--- config.mk ---
export PLATFORM = sky130hd
export DESIGN_NAME = spiFlashCtl
export DESIGN_NICKNAME = d
export VERILOG_FILES = /design/src/rtl/spiFlashPkg.sv /design/src/rtl/spiRegs.sv /design/src/rtl/spiByteEngine.sv /design/src/rtl/spiSeq.sv /design/src/rtl/spiFlashCtl.sv
export SDC_FILE = /design/constraint.sdc
export NUM_CORES = 1
export LEC_CHECK = 0
export BUFFER_PORTS_ARGS = -buffer_cell sky130_fd_sc_hd__buf_2
export CAP_MARGIN = 30
export CORE_ASPECT_RATIO = 1.4
export CORE_UTILIZATION = 55
export CTS_BUF_LIST = sky130_fd_sc_hd__clkbuf_8
export DETAILED_ROUTE_END_ITERATION = 12
export HOLD_SLACK_MARGIN = 0.02
export PLACE_DENSITY = 0.83
export SLEW_MARGIN = 5
export SYNTH_ARGS = -nofsm -noshare
export SYNTH_HDL_FRONTEND = slang
export SYNTH_HIERARCHICAL = 1
export SYNTH_SLANG_ARGS = --single-unit
--- constraint.sdc ---
create_clock -name clk -period 3.46 [get_ports clk]
set_clock_uncertainty 0.05 [all_clocks]
set_input_delay 0.692 -clock clk [delete_from_list [all_inputs] [get_ports clk]]
set_output_delay 0.692 -clock clk [all_outputs]
set_load 0.02 [all_outputs]
--- src/rtl/spiFlashPkg.sv ---
package spiFlashPkg;

  localparam int BYTE_W = 8;

  // Control word layout; field positions are decoded by the sequencer.
  typedef struct packed {
    logic [1:0] rsvdTop;
    logic [1:0] ioMode;      // [29:28]
    logic [3:0] csIdle;      // [27:24] idle time = 16 - value
    logic [7:0] rdOpcode;    // [23:16]
    logic [1:0] rsvdMid;
    logic       addr4;       // [13]
    logic       rsvdB12;
    logic [3:0] clkDiv;      // [11:8] half period = 8 - value[2:0]
    logic [1:0] dummyBytes;  // [7:6]
    logic [2:0] rsvdLow;
    logic       csHigh;      // [2]
    logic [1:0] mode;        // [1:0]
  } ctrlWord_t;

  localparam int CTRL_W = $bits(ctrlWord_t);

  localparam logic [1:0] MODE_FAST = 2'd1;
  localparam logic [1:0] MODE_USER = 2'd3;
  localparam logic [1:0] IO_DUAL   = 2'd2;
  localparam logic [BYTE_W-1:0] OPC_PLAIN_READ = 8'h03;

  // Strobes from the sequencer to the byte engine.
  typedef struct packed {
    logic              start;
    logic              dual;
    logic [BYTE_W-1:0] txByte;
  } engCmd_t;

endpackage

--- src/rtl/spiRegs.sv ---
module spiRegs
  import spiFlashPkg::*;
(
  input  logic              clk,
  input  logic              rstN,
  input  logic              regWr,
  input  logic              regSel,
  input  logic [CTRL_W-1:0] regWdata,
  output logic [CTRL_W-1:0] regRdata,
  output ctrlWord_t         ctrl,
  output logic              cfgEn
);

  logic [CTRL_W-1:0] ctrlQ;
  logic              cfgQ;

  always_ff @(posedge clk or negedge rstN) begin
    if (!rstN) begin
      ctrlQ <= '0;
      cfgQ  <= 1'b0;
    end else if (regWr) begin
      if (!regSel)     cfgQ  <= regWdata[0];
      else if (cfgQ)   ctrlQ <= regWdata;
    end
  end

  assign ctrl     = ctrlWord_t'(ctrlQ);
  assign cfgEn    = cfgQ;
  assign regRdata = regSel ? ctrlQ : {{(CTRL_W-1){1'b0}}, cfgQ};

endmodule

--- src/rtl/spiByteEngine.sv ---
module spiByteEngine
  import spiFlashPkg::*;
(
  input  logic              clk,
  input  logic              rstN,
  input  engCmd_t           cmd,
  input  logic [3:0]        halfDiv,
  input  logic              io0In,
  input  logic              io1In,
  output logic              sclk,
  output logic              io0Out,
  output logic              io0Oe,
  output logic              busy,
  output logic              done,
  output logic [BYTE_W-1:0] rxByte
);

  localparam logic [3:0] SINGLE_STEPS = 4'(BYTE_W);
  localparam logic [3:0] DUAL_STEPS   = 4'(BYTE_W / 2);

  logic              busyQ, sclkQ, dualQ, doneQ;
  logic [3:0]        tick, stepsLeft;
  logic [BYTE_W-1:0] txSh, rxSh;

  always_ff @(posedge clk or negedge rstN) begin
    if (!rstN) begin
      busyQ <= 1'b0; sclkQ <= 1'b0; dualQ <= 1'b0; doneQ <= 1'b0;
      tick <= '0; stepsLeft <= '0; txSh <= '0; rxSh <= '0;
    end else begin
      doneQ <= 1'b0;
      if (!busyQ) begin
        if (cmd.start) begin
          busyQ     <= 1'b1;
          sclkQ     <= 1'b0;
          tick      <= halfDiv - 4'd1;
          txSh      <= cmd.txByte;
          dualQ     <= cmd.dual;
          stepsLeft <= cmd.dual ? DUAL_STEPS : SINGLE_STEPS;
        end
      end else if (tick != '0) begin
        tick <= tick - 4'd1;
      end else begin
        tick <= halfDiv - 4'd1;
        if (!sclkQ) begin
          sclkQ     <= 1'b1;
          stepsLeft <= stepsLeft - 4'd1;
          if (dualQ) rxSh <= {rxSh[BYTE_W-3:0], io1In, io0In};
          else       rxSh <= {rxSh[BYTE_W-2:0], io1In};
        end else begin
          sclkQ <= 1'b0;
          if (stepsLeft == '0) begin
            busyQ <= 1'b0;
            doneQ <= 1'b1;
          end else begin
            txSh <= {txSh[BYTE_W-2:0], 1'b0};
          end
        end
      end
    end
  end

  assign sclk   = sclkQ;
  assign io0Out = txSh[BYTE_W-1];
  assign io0Oe  = !(busyQ && dualQ);
  assign busy   = busyQ;
  assign done   = doneQ;
  assign rxByte = rxSh;

endmodule

--- src/rtl/spiSeq.sv ---
module spiSeq
  import spiFlashPkg::*;
#(
  parameter int ADDR_W = 32,
  parameter int GAP_W  = 5
) (
  input  logic              clk,
  input  logic              rstN,
  input  ctrlWord_t         ctrl,
  input  logic              winReq,
  input  logic              winWr,
  input  logic [ADDR_W-1:0] winAddr,
  input  logic [BYTE_W-1:0] winWdata,
  input  logic              engBusy,
  input  logic              engDone,
  input  logic [BYTE_W-1:0] engRx,
  output engCmd_t           cmd,
  output logic              winReady,
  output logic [BYTE_W-1:0] winRdata,
  output logic              csN,
  output logic [GAP_W-1:0]  gapLeft
);

  typedef enum logic [2:0] {S_IDLE, S_CMD, S_ADDR, S_DUMMY, S_DATA, S_USER} seqState_t;

  seqState_t         st, stNxt;
  logic [2:0]        cnt, cntNxt;
  logic              issued, issuedNxt, readyQ, readyNxt, csNq, csNxt, activeNxt;
  logic [BYTE_W-1:0] rdataQ, rdataNxt;
  logic [GAP_W-1:0]  gapCnt, gapLoad;
  logic              userMode, fastMode;
  logic [2:0]        nAddr, nDummy, byteIdx;
  logic [ADDR_W-1:0] addrSh;

  assign userMode = (ctrl.mode == MODE_USER);
  assign fastMode = (ctrl.mode == MODE_FAST);
  assign nAddr    = ctrl.addr4 ? 3'd4 : 3'd3;
  assign nDummy   = fastMode ? {1'b0, ctrl.dummyBytes} : 3'd0;
  assign byteIdx  = nAddr - 3'd1 - cnt;
  assign addrSh   = winAddr >> {byteIdx, 3'b000};
  assign gapLoad  = GAP_W'(16) - GAP_W'(ctrl.csIdle);

  always_comb begin
    cmd.start  = (st != S_IDLE) && !issued && !engBusy;
    cmd.dual   = (st == S_DATA) && fastMode && (ctrl.ioMode == IO_DUAL);
    case (st)
      S_CMD:   cmd.txByte = fastMode ? ctrl.rdOpcode : OPC_PLAIN_READ;
      S_ADDR:  cmd.txByte = addrSh[BYTE_W-1:0];
      S_USER:  cmd.txByte = winWr ? winWdata : '0;
      default: cmd.txByte = '0;
    endcase
  end

  always_comb begin
    stNxt     = st;
    cntNxt    = cnt;
    issuedNxt = issued || cmd.start;
    readyNxt  = 1'b0;
    rdataNxt  = rdataQ;
    case (st)
      S_IDLE: begin
        if (winReq && !readyQ) begin
          if (userMode) begin
            stNxt = S_USER;
          end else if (winWr) begin
            readyNxt = 1'b1;
          end else if (gapCnt == '0) begin
            stNxt  = S_CMD;
            cntNxt = '0;
          end
        end
      end
      S_CMD: if (engDone) begin
        stNxt  = S_ADDR;
        cntNxt = '0;
      end
      S_ADDR: if (engDone) begin
        if (cnt == nAddr - 3'd1) begin
          cntNxt = '0;
          stNxt  = (nDummy != '0) ? S_DUMMY : S_DATA;
        end else begin
          cntNxt = cnt + 3'd1;
        end
      end
      S_DUMMY: if (engDone) begin
        if (cnt == nDummy - 3'd1) stNxt = S_DATA;
        else                      cntNxt = cnt + 3'd1;
      end
      S_DATA, S_USER: if (engDone) begin
        stNxt    = S_IDLE;
        readyNxt = 1'b1;
        rdataNxt = engRx;
      end
      default: stNxt = S_IDLE;
    endcase
    if (engDone) issuedNxt = 1'b0;
    activeNxt = (stNxt == S_CMD) || (stNxt == S_ADDR) ||
                (stNxt == S_DUMMY) || (stNxt == S_DATA);
    csNxt     = ctrl.csHigh || (!userMode && !activeNxt);
  end

  always_ff @(posedge clk or negedge rstN) begin
    if (!rstN) begin
      st <= S_IDLE; cnt <= '0; issued <= 1'b0; readyQ <= 1'b0;
      rdataQ <= '0; csNq <= 1'b1; gapCnt <= '0;
    end else begin
      st     <= stNxt;
      cnt    <= cntNxt;
      issued <= issuedNxt;
      readyQ <= readyNxt;
      rdataQ <= rdataNxt;
      csNq   <= csNxt;
      if (csNxt && !csNq)    gapCnt <= gapLoad;
      else if (gapCnt != '0) gapCnt <= gapCnt - 1'b1;
    end
  end

  assign winReady = readyQ;
  assign winRdata = rdataQ;
  assign csN      = csNq;
  assign gapLeft  = gapCnt;

endmodule

--- src/rtl/spiFlashCtl.sv ---
module spiFlashCtl
  import spiFlashPkg::*;
#(
  parameter int ADDR_W = 32
) (
  input  logic              clk,
  input  logic              rstN,
  input  logic              regWr,
  input  logic              regSel,
  input  logic [31:0]       regWdata,
  output logic [31:0]       regRdata,
  input  logic              winReq,
  input  logic              winWr,
  input  logic [ADDR_W-1:0] winAddr,
  input  logic [7:0]        winWdata,
  output logic              winReady,
  output logic [7:0]        winRdata,
  output logic              spiClk,
  output logic              spiCsN,
  output logic              spiIo0Out,
  output logic              spiIo0Oe,
  input  logic              spiIo0In,
  input  logic              spiIo1In
);

  localparam int GAP_W = 5;

  ctrlWord_t         ctrl;
  logic [31:0]       ctrlBits;
  logic [1:0]        ctrlMode;
  logic              cfgEn, engBusy, engDone;
  logic [3:0]        halfDiv;
  logic [BYTE_W-1:0] engRx;
  logic [GAP_W-1:0]  gapLeft;
  engCmd_t           engCmd;

  assign ctrlBits = ctrl;
  assign ctrlMode = ctrl.mode;
  assign halfDiv  = 4'd8 - {1'b0, ctrl.clkDiv[2:0]};

  spiRegs u_regs (
    .clk(clk), .rstN(rstN), .regWr(regWr), .regSel(regSel),
    .regWdata(regWdata), .regRdata(regRdata), .ctrl(ctrl), .cfgEn(cfgEn)
  );

  spiSeq #(.ADDR_W(ADDR_W), .GAP_W(GAP_W)) u_seq (
    .clk(clk), .rstN(rstN), .ctrl(ctrl),
    .winReq(winReq), .winWr(winWr), .winAddr(winAddr), .winWdata(winWdata),
    .engBusy(engBusy), .engDone(engDone), .engRx(engRx), .cmd(engCmd),
    .winReady(winReady), .winRdata(winRdata), .csN(spiCsN), .gapLeft(gapLeft)
  );

  spiByteEngine u_eng (
    .clk(clk), .rstN(rstN), .cmd(engCmd), .halfDiv(halfDiv),
    .io0In(spiIo0In), .io1In(spiIo1In), .sclk(spiClk),
    .io0Out(spiIo0Out), .io0Oe(spiIo0Oe), .busy(engBusy),
    .done(engDone), .rxByte(engRx)
  );

endmodule

# [Yosys cells after proc, flatten, opt, wreduce, memory -nomap -nowiden]
# Index checks and enable logic that the tools add are counted.
[op_classes] shift=1 n_eq_ne=26 mul=0 n_addsub=10 n_mux=63 bitwise=4 order_cmp=0 n_reduce_logical=40 div_mod_pow=0
[op_table] operator="8-bit 2-to-1 mux" count=8
[op_table] operator="3-bit 2-to-1 mux" count=21
[op_table] operator="32-bit 2-to-1 mux" count=1
[op_table] operator="4-bit 2-to-1 mux" count=8
[op_table] operator="32-bit by 6-bit >> shifter with 8-bit output" count=1
[op_table] operator="8-bit one-hot mux with 3 select lines" count=1
[op_table] operator="1-bit 2-to-1 mux" count=18
[op_table] operator="3-bit one-hot mux with 5 select lines" count=1
[op_table] operator="2-bit != test, second input constant" count=7
[op_table] operator="3-bit by 2-bit == test with 1-bit output, second input constant" count=4
[op_table] operator="3-bit one-hot mux with 4 select lines" count=1
[op_table] operator="4-bit by 1-bit subtractor with 4-bit output, second input constant" count=3
[op_table] operator="5-bit 2-to-1 mux" count=2
[op_table] operator="2-bit by 1-bit != test with 1-bit output, second input constant" count=5
[op_table] operator="3-bit == test, second input constant" count=3
[op_table] operator="3-bit AND reduction" count=3
[op_table] operator="9-bit AND reduction" count=1
[op_table] operator="1-bit logical AND" count=8
[op_table] operator="2-bit AND reduction" count=4
[op_table] operator="4-bit nonzero test" count=2
[op_table] operator="1-bit zero test" count=7
[op_table] operator="3-bit by 1-bit == test with 1-bit output, second input constant" count=2
[op_table] operator="3-bit == test" count=2
[op_table] operator="3-bit nonzero test" count=2
[op_table] operator="19 further kinds" count=29
[word_totals] in_bits=80 out_inout_bits=45 romBits=0 ram_bits=0 word_cells=161 regBits=83 latchBits=0 mem_count=0

# [Longest topological paths before layout]
# Gate-level depths: netlist of run 1.
[logic_depth] ltp_word=16 depth_mapped=11 ltp_nobuf=9

# [Modules after synthesis]
# Netlist of run 1, hierarchy kept.
[by_module_without_submodules] mod="spiSeq" cells_each=182 area_each_um2=1747.9 seq_area_each_um2=551.8 instances=1
[by_module_without_submodules] mod="spiRegs" cells_each=106 area_each_um2=1576.5 seq_area_each_um2=825.8 instances=1
[by_module_without_submodules] mod="spiByteEngine" cells_each=149 area_each_um2=1448.9 seq_area_each_um2=700.7 instances=1
[by_module_without_submodules] mod="spiFlashCtl" cells_each=5 area_each_um2=38.8 seq_area_each_um2=0.0 instances=1

# [Worst setup path after synthesis of run 1]
# Ideal clock, no wire load.
[synth_timing] kind="register -> register" from="reg u_seq.cnt[0]" to="reg u_seq.gapCnt[1] (netlist: u_seq/gapLeft[1])" arrival_time_ns=2.428 setup_ns=0.125 period_less_slack_ns=2.603 path_stages_with_launch=11 required_ns=3.285 n_path_buf=2 path_slack_ns=0.857 cell_sequence="dfrtp_1 > ha_1 > buf_2 > nor4bb_1 > nand2_1 > o21ai_0 > o22ai_2 > xnor2_1 > a22o_1 > buf_6 > mux2_4"
[synth_between] elab_chain_len=13 word_cells_on_any_way=20 cone_classes="eq/ne (6); mux (6); reduce/logical (8)"
[synth_rtl] item="start, declared" line="spiSeq.sv:27" rtl="logic [2:0] cnt, cntNxt;"
[synth_rtl] item="start signal, assigned" line="spiSeq.sv:108" rtl="cnt <= cntNxt;"
[synth_rtl] item="3-bit == test, on equally long branches" line="spiSeq.sv:86, spiSeq.sv:78"
[synth_rtl] item="3-bit 2-to-1 mux, on equally long branches" line="spiSeq.sv:86, spiSeq.sv:78"
[synth_rtl] item="3-bit 2-to-1 mux, on equally long branches" line="spiSeq.sv:85, spiSeq.sv:77"
[synth_rtl] item="3-bit one-hot mux with 5 select lines (*)" line="spiSeq.sv:60" rtl="case (st)"
[synth_rtl] item="3-bit by 1-bit == test with 1-bit output / 3-bit by 2-bit == test with 1-bit output (equally long branches)" line="spiSeq.sv:97" rtl="activeNxt = (stNxt == S_CMD) || (stNxt == S_ADDR) ||"
[synth_rtl] item="1-bit logical OR (2 in series)" line="spiSeq.sv:97"
[synth_rtl] item="1-bit logical OR (*)" line="spiSeq.sv:98" rtl="(stNxt == S_DUMMY) || (stNxt == S_DATA);"
[synth_rtl] item="1-bit zero test (*)" line="spiSeq.sv:99" rtl="csNxt = ctrl.csHigh || (!userMode && !activeNxt);"
[synth_rtl] item="1-bit logical AND (*)" line="spiSeq.sv:99"
[synth_rtl] item="1-bit logical OR (*)" line="spiSeq.sv:99"
[synth_rtl] item="1-bit logical AND (*)" line="spiSeq.sv:113" rtl="if (csNxt && !csNq) gapCnt <= gapLoad;"
[synth_rtl] item="5-bit 2-to-1 mux / 2-bit nonzero test (equally long branches)"
[synth_rtl] item="end signal, assigned" line="spiSeq.sv:113"
[synth_rtl] item="end signal, assigned" line="spiSeq.sv:114" rtl="else if (gapCnt != '0) gapCnt <= gapCnt - 1'b1;"
[synth_rtl] item="end, declared" line="spiSeq.sv:30" rtl="logic [GAP_W-1:0] gapCnt, gapLoad;"
# Every way passes the cells marked *; elsewhere a longest branch is shown, timed or not.
# A chain may end at the register's enable or synchronous reset.

# [Worst setup path after layout of run 1]
[layout_timing] from="reg u_seq.gapCnt[1] (netlist: u_seq/gapLeft[1])" to="reg u_seq.gapCnt[1] (netlist: u_seq/gapLeft[1])"
[layout_between] elab_chain_len=15 word_cells_on_any_way=22 cone_classes="add/sub (1); eq/ne (4); mux (7); reduce/logical (10)"
[layout_rtl] item="5-bit zero test" line="spiSeq.sv:67" rtl="end else if (gapCnt == '0) begin"
[layout_rtl] item="3-bit 2-to-1 mux" line="spiSeq.sv:67"
[layout_rtl] item="3-bit 2-to-1 mux" line="spiSeq.sv:65" rtl="end else if (winWr) begin"
[layout_rtl] item="3-bit 2-to-1 mux" line="spiSeq.sv:63" rtl="if (userMode) begin"
[layout_rtl] item="3-bit 2-to-1 mux" line="spiSeq.sv:62" rtl="if (winReq && !readyQ) begin"
[layout_rtl] item="3-bit one-hot mux with 5 select lines" line="spiSeq.sv:60"
[layout_rtl] item="3-bit by 1-bit == test with 1-bit output / 3-bit by 2-bit == test with 1-bit output (equally long branches)" line="spiSeq.sv:97"
[layout_rtl] item="1-bit logical OR (2 in series)" line="spiSeq.sv:97"
[layout_rtl] item="1-bit logical OR" line="spiSeq.sv:98"
[layout_rtl] item="1-bit zero test" line="spiSeq.sv:99"
[layout_rtl] item="1-bit logical AND" line="spiSeq.sv:99"
[layout_rtl] item="1-bit logical OR" line="spiSeq.sv:99"
[layout_rtl] item="1-bit logical AND" line="spiSeq.sv:113"
[layout_rtl] item="5-bit 2-to-1 mux / 2-bit nonzero test (equally long branches)"
# Parallel ways exist; a longest one is shown, timed or not. The select of a mux whose other input is x is not followed.

==> results.py, run 1 <==
metrics = {
    "run_status": {
        "status": "completed",
    },
    "worst_hold_path": {
        "hold_class": "primary input to asynchronous set/reset pin",
    },
    "sta": {
        "hold_viol": 0,
        "setup_viol": 0,
        "slew_violations": 0,
        "tightest_slew_ps": 772,
        "setup-tns-final_ps": 0,
        "min_period_ps": 2740,
        "layout_worst_path_cycle_share_pct": 79.2,
        "rsz0062_at_grt": "no",
        "max_freq_mhz": 365,
        "slew_headroom_pct": 48.5,
    },
    "drt": {
        "ant_nets": 0,
        "drc": 0,
        "wire_per_inst_um": 15.8,
        "firstDrtPassIters": 4,
        "vias": 3705,
        "wl_mm": 10.6,
        "drtIter0Drc": 144,
        "vias_per_cell": 5.52,
    },
    "floorplan": {
        "core-area_sq_um": 8560,
        "die_area_sq_um": 9130,
        "chipWidth_um": 81.1,
        "fp.dieH_um": 113,
        "io_pins": 125,
        "num_rows": 40,
        "initial_utilization_pct": 56.2,
    },
    "critical_path": {
        "worstPathRequired_ps": 3660,
        "timing.rr.end": "u_seq/gapLeft[1]",
        "ff2ff_setup_slack_ps": 720,
        "cp-start-kind": "flip-flop",
        "rr_startpoint": "u_seq/gapLeft[1]",
        "end_kind": "flip-flop",
        "path_cells": "inv_1, ha_1, or4b_1, o21ai_1, a22o_1, a211oi_2, xnor2_1, a22o_1, mux2_4",
        "crit_top_cell": "a22o_1",
        "critPathMaxFanout": 7,
        "critPathBufInv": 1,
        "rr_worst_depth": 9,
        "cp_slowest_cell": "or4b_1",
        "crit_type": "flip-flop to flip-flop",
        "cp_top_family": "compound AO/OA/AOI/OAI gates",
        "slowest_delay_ps": 590,
        "cp.arrival_ps": 2940,
    },
    "clock_tree": {
        "postCtsHoldBufs": 0,
        "cts.sinks": 83,
        "cts_buffers": 9,
        "clock_latency_ps": 360,
        "cts-root-buf": "clkbuf_8",
        "postCtsSetupRepairBufs": 0,
        "cts_resized": 0,
        "cts_tree": "done",
        "clockBufferDepth": 2,
        "clk_pin_slew_ps": 80,
        "htree_levels": 3,
    },
    "final_layout": {
        "area_delta_synth_final_pct": 18.7,
        "n_antenna_cell": 0,
        "nets": 654,
        "drive_gt1_share_pct": 36.7,
        "fill_cells": 688,
    },
    "power_and_ir_drop": {
        "power.switching_uw": 1280,
        "ir_drop_mv": 0.370,
        "total_leakage_power_uw": 0.00294,
        "switching_share_pct": 35.5,
        "p_int_uw": 2330,
        "p_seq_share_pct": 42.5,
        "pwr-share-clk_pct": 19.5,
        "powerDensity_nw_per_um2": 632,
        "power.total_uw": 3610,
        "p_comb_share_pct": 38.0,
    },
    "global_routing": {
        "grt_pass1_vias": 3787,
        "grt_pass1_wl_mm": 17.5,
        "grt_usage_pct": 25.3,
        "grt_max_degree": 50,
        "grt-ovfl-total": 0,
        "antenna_found_initial": 0,
    },
    "logic_synthesis": {
        "synth_edf_count": 0,
        "yosys.cell_types.count": 64,
        "ys_async_sr_fraction_pct": 100,
        "ys_seq_elements": 83,
        "ys_dominant_reg_cell": "dfrtp_1",
        "ys_warn_count": 6,
        "synthCells": 442,
        "synth_nets": 533,
        "avgSynthCellArea_sq_um": 10.9,
        "synth_area_sq_um": 4810,
        "ys_seq_area_share_pct": 43.2,
    },
    "placed_design": {
        "gp_congestion": 0.841,
        "dp_hpwl_mm": 8.02,
        "port_buffers": 124,
    },
    "job": {
        "drv_cap": 0,
    },
}
-- per-layer routing --
layer	up-vias	part of all wire, %	track usage, %
li1	1784	-	-
met1	1781	41	29.9
met2	123	52	44.3
met3	17	4.4	3.58
met4	0	2.4	11.8
met5	-	0	0
-- worst max path at each step --
| stage | endpoint | startpoint | depth (start not counted) | slack [ps] |
|---|---|---|---|---|
| 3_5_place_dp | u_seq/gapLeft[1] | u_seq/cnt[0] | 8 | 790 |
| 2_1_floorplan | u_seq/gapLeft[1] | u_seq/cnt[0] | 10 | 860 |
| 4_1_cts | u_seq/gapLeft[1] | u_seq/gapLeft[1] | 9 | 730 |
| 3_3_place_gp | u_seq/gapLeft[1] | u_seq/gapLeft[0] | 9 | 880 |
| 5_1_grt | u_seq/gapLeft[1] | u_seq/gapLeft[1] | 9 | 540 |
| 6_report | u_seq/gapLeft[1] | u_seq/gapLeft[1] | 9 | 720 |
-- synthesized netlist by cell type, types with 2 or more instances --
cell type / number / area share (%)
and2_1: 32 / 4.2
inv_1: 28 / 2.2
nand2b_1: 3 / 0.39
buf_2: 6 / 0.62
o221ai_1: 2 / 0.36
o21ai_0: 30 / 3.1
and3_1: 2 / 0.26
nand3_1: 5 / 0.52
nor2b_1: 9 / 1.2
xnor2_1: 6 / 1.1
xor2_1: 5 / 0.91
mux2_2: 12 / 2.8
ha_1: 11 / 2.9
nor3_1: 10 / 1.0
a22o_1: 2 / 0.36
or3_1: 5 / 0.65
mux4_2: 8 / 3.7
and4_1: 2 / 0.36
clkbuf_1: 8 / 0.62
mux2_1: 2 / 0.47
nor2_1: 22 / 1.7
a21oi_1: 5 / 0.52
a221oi_1: 2 / 0.36
a22oi_1: 7 / 1.1
o21ai_1: 3 / 0.31
nand2_1: 43 / 3.4
buf_6: 4 / 0.94
mux2_4: 31 / 9.7
a21o_1: 2 / 0.31
mux2i_1: 20 / 4.2
dfrtp_1: 82 / 43
-- flip-flops by register name (all words and copies together), names as in the netlist --
register / count
u_eng/stepsLeft: 4
u_seq/gapLeft: 5
u_eng/busy: 1
u_seq/issued: 1
u_eng/tick: 4
u_eng/dualQ: 1
u_seq/winReady: 1
u_eng/txSh: 8
u_seq/cnt: 3
u_regs/cfgEn: 1
u_regs/ctrl: 32
u_eng/sclk: 1
u_seq/st: 3
u_eng/rxByte: 8
u_seq/csN: 1
u_eng/done: 1
u_seq/winRdata: 8
-- metrics by stage --
stage | setup WS (ps) | cell area (sq um) | instances | hold slack [ps] | utilization (%)
global route | 543 | 5710 | 671 | 254 | 66.7
detailed placement | 794 | 5510 | 657 | 420 | 64.4
CTS | 733 | 5710 | 671 | 235 | 66.7
global placement | 881 | 5480 | 656 | 414 | 64.1
finish | 720 | 5710 | 671 | 230 | 66.7
floorplan | 857 | 4810 | 442 | 346 | -
-- cell usage in the layout, fill, tap and decap left out, drive strengths merged, types with 2 or more instances in the layout --
cell type    n
o221ai       2
nor3        11
nand3        6
a21o         2
a31oi        2
nand2       43
mux2i       20
o21ai       34
ha          11
and2        32
mux4         8
xnor2        6
o211ai       2
nor2        22
mux2        45
or3          5
a22oi        7
and3         2
nand2b       4
nor2b       10
and4         2
a21oi        5
xor2         5
clkbuf      12
a221oi       3
dfrtp       82
inv         28
a22o         2
o22ai        2
buf        129
-- final cells by class --
cell class                 count  area [sq um]  area share, %
tap                          105           131           2.30
clock inverter                 2          35.0          0.613
timing repair buffer         129           681           11.9
clock buffer                  12           165           2.89
sequential                    83          2080           36.4
inverter                      28           105           1.84
multi-input combinational    312          2520           44.1
-- power by group through the flow --
stage / clock, uW / sequential [uW] / combinational (uW)
6_report: 704 / 1530 / 1370
5_1_grt: 762 / 1580 / 1520
4_1_cts: 723 / 1530 / 1380
3_5_place_dp: 0 / 1550 / 1370
3_3_place_gp: 0 / 1530 / 1310
2_1_floorplan: 0 / 1470 / 1080
-- cell families (layout without fill, tap and decap cells) --
kind of cell    Yosys count  in the layout  share of synthesized area [%]
flops                    83             83                           43.2
buf+inv                  47            171                           4.52
compound gates           70             70                           10.1
mux                      73             73                           20.9
fa+ha+maj                11             11                           2.86
xor+xnor                 11             11                           2.00
simple gates            147            147                           16.5
Note: power is estimated with default switching activity, not from simulation.
==> inputs of run 2 (changes only) <==
clock period = 2.75 ns   (was 3.46 ns; I/O delays follow)
==> run 2 against run 1 <==
Net effect: clock power rose by 32%; utilization increased by 0.26 points; final cell count rose by 0.60%; via count increased by 0.30%; power rose by 27%; critical endpoint is now u_seq/gapLeft[0].
==> results.py, run 2 (synthesis results as in run 1) <==
metrics = {
    "run_status": {
        "status": "completed",
    },
    "critical_path": {
        "path_cells": "ha_1, buf_4, nand4b_1, a22oi_1, o22ai_1, a211oi_2, xnor2_1, a22o_1, buf_4, mux2i_1",
        "critPathMaxFanout": 9,
        "crit_top_cell": "buf_4",
        "end_kind": "flip-flop",
        "crit_type": "flip-flop to flip-flop",
        "slowest_delay_ps": 450,
        "rr_startpoint": "u_seq/cnt[0]",
        "cp_top_family": "compound AO/OA/AOI/OAI gates",
        "cp-start-kind": "flip-flop",
        "critPathBufInv": 2,
        "cp_slowest_cell": "dfrtp_1",
        "cp.arrival_ps": 2700,
        "worstPathRequired_ps": 2970,
        "ff2ff_setup_slack_ps": 270,
        "critPathLaunch": "u_seq/cnt[0]",
    },
    "clock_tree": {
        "htree_levels": 3,
        "cts_resized": 0,
        "cts.sinks": 83,
        "clockBufferDepth": 2,
        "cts_tree": "done",
        "clock_latency_ps": 360,
        "postCtsHoldBufs": 0,
        "cts_buffers": 9,
        "cts-root-buf": "clkbuf_8",
        "clk_pin_slew_ps": 80,
        "postCtsSetupRepairBufs": 0,
    },
    "final_layout": {
        "area_delta_synth_final_pct": 19.2,
        "n_antenna_cell": 0,
        "drive_gt1_share_pct": 36.8,
        "largest_reg_flops": 32,
        "mostFrequentLayoutCells": "buf_2, dfrtp_1, nand2_1, and2_1, mux2_4",
        "fill_cells": 702,
        "nets": 657,
        "mostFrequentLayoutCell": "buf_2",
    },
    "floorplan": {
        "die_area_sq_um": 9130,
        "fp.dieH_um": 113,
        "num_rows": 40,
        "initial_utilization_pct": 56.2,
        "chipWidth_um": 81.1,
        "core-area_sq_um": 8560,
        "io_pins": 125,
    },
    "global_routing": {
        "grt_max_degree": 49,
        "grt_pass1_wl_mm": 17.2,
        "grt-ovfl-total": 0,
        "grt_pass1_vias": 3680,
        "grt_usage_pct": 24.7,
        "antenna_found_initial": 0,
    },
    "sta": {
        "tightest_slew_ps": 599,
        "slew_headroom_pct": 60.0,
        "min_period_ps": 2480,
        "setup_viol": 0,
        "slew_violations": 0,
        "hold_viol": 0,
        "max_freq_mhz": 404,
        "rsz0062_at_grt": "no",
        "hold_slack_ps": 91.4,
        "layout_worst_path_cycle_share_pct": 90.0,
        "setup-tns-final_ps": 0,
    },
    "drt": {
        "drtIter0Drc": 219,
        "vias_per_cell": 5.51,
        "wire_per_inst_um": 15.5,
        "firstDrtPassIters": 4,
        "wl_mm": 10.5,
        "vias": 3716,
        "ant_nets": 0,
        "drc": 0,
    },
    "power_and_ir_drop": {
        "powerDensity_nw_per_um2": 801,
        "ir_drop_mv": 0.439,
        "total_leakage_power_uw": 0.00295,
    },
    "placed_design": {
        "dp_hpwl_mm": 7.78,
        "port_buffers": 124,
        "gp_congestion": 0.864,
    },
    "job": {
        "drv_cap": 0,
    },
    "worst_hold_path": {
        "hold_class": "primary input to asynchronous set/reset pin",
    },
}
run 2: cell types whose count changed in the layout (fill, tap and decap cells not counted), sizes merged:
cell	change
buf	+3
clkbuf	-3
inv	+2
bufinv	+1
clkinvlp	+1
run 2: through the flow:
stage	util, %	std cells	power [uW]	cell area (sq um)	worst slack [ps]
after floorplan	-	442	3210	4810	147
after global placement	64.6	660	3600	5530	360
after detailed placement	64.6	660	3690	5530	290
after CTS	67.0	675	4630	5730	253
after global routing	67.0	675	4890	5730	41.4
final	67.0	675	4590	5730	274
run 2: area by class of cell:
| type | count | area (sq um) | share of cell area [%] |
|---|---|---|---|
| clock buffers | 9 | 124 | 2.16 |
| clock inverters | 6 | 83.8 | 1.46 |
| inverters | 28 | 105 | 1.83 |
| multi-input cells | 312 | 2520 | 43.9 |
| flip-flops and latches | 83 | 2080 | 36.2 |
| well taps | 105 | 131 | 2.29 |
| repair buffers | 132 | 696 | 12.1 |
run 2: layer usage:
layer  up-vias  GRT usage, %  share of wire, %
li1       1791             -                 -
met1      1789          29.5                42
met2       124          42.7                51
met3        12          5.12               5.0
met4         0          9.29               2.0
met5         -             0                 0
run 2: path summary, 6_finish.rpt:
kind,to,depth (start not counted)
max,u_seq/gapLeft[0],10
min,u_eng/txSh[4],1
max reg2reg,u_seq/gapLeft[0],10
min reg2reg,u_eng/txSh[7],2
max in group asynchronous,u_seq/csN,2
min in group clk,u_regs/ctrl[1],2
run 2: report_power, final:
group / internal (uW) / leakage [uW] / switching [uW] / total, uW
Combinational: 904 / 0.00182 / 851 / 1750
Sequential: 1560 / 0.00102 / 351 / 1910
Clock: 501 / 0.000108 / 425 / 926
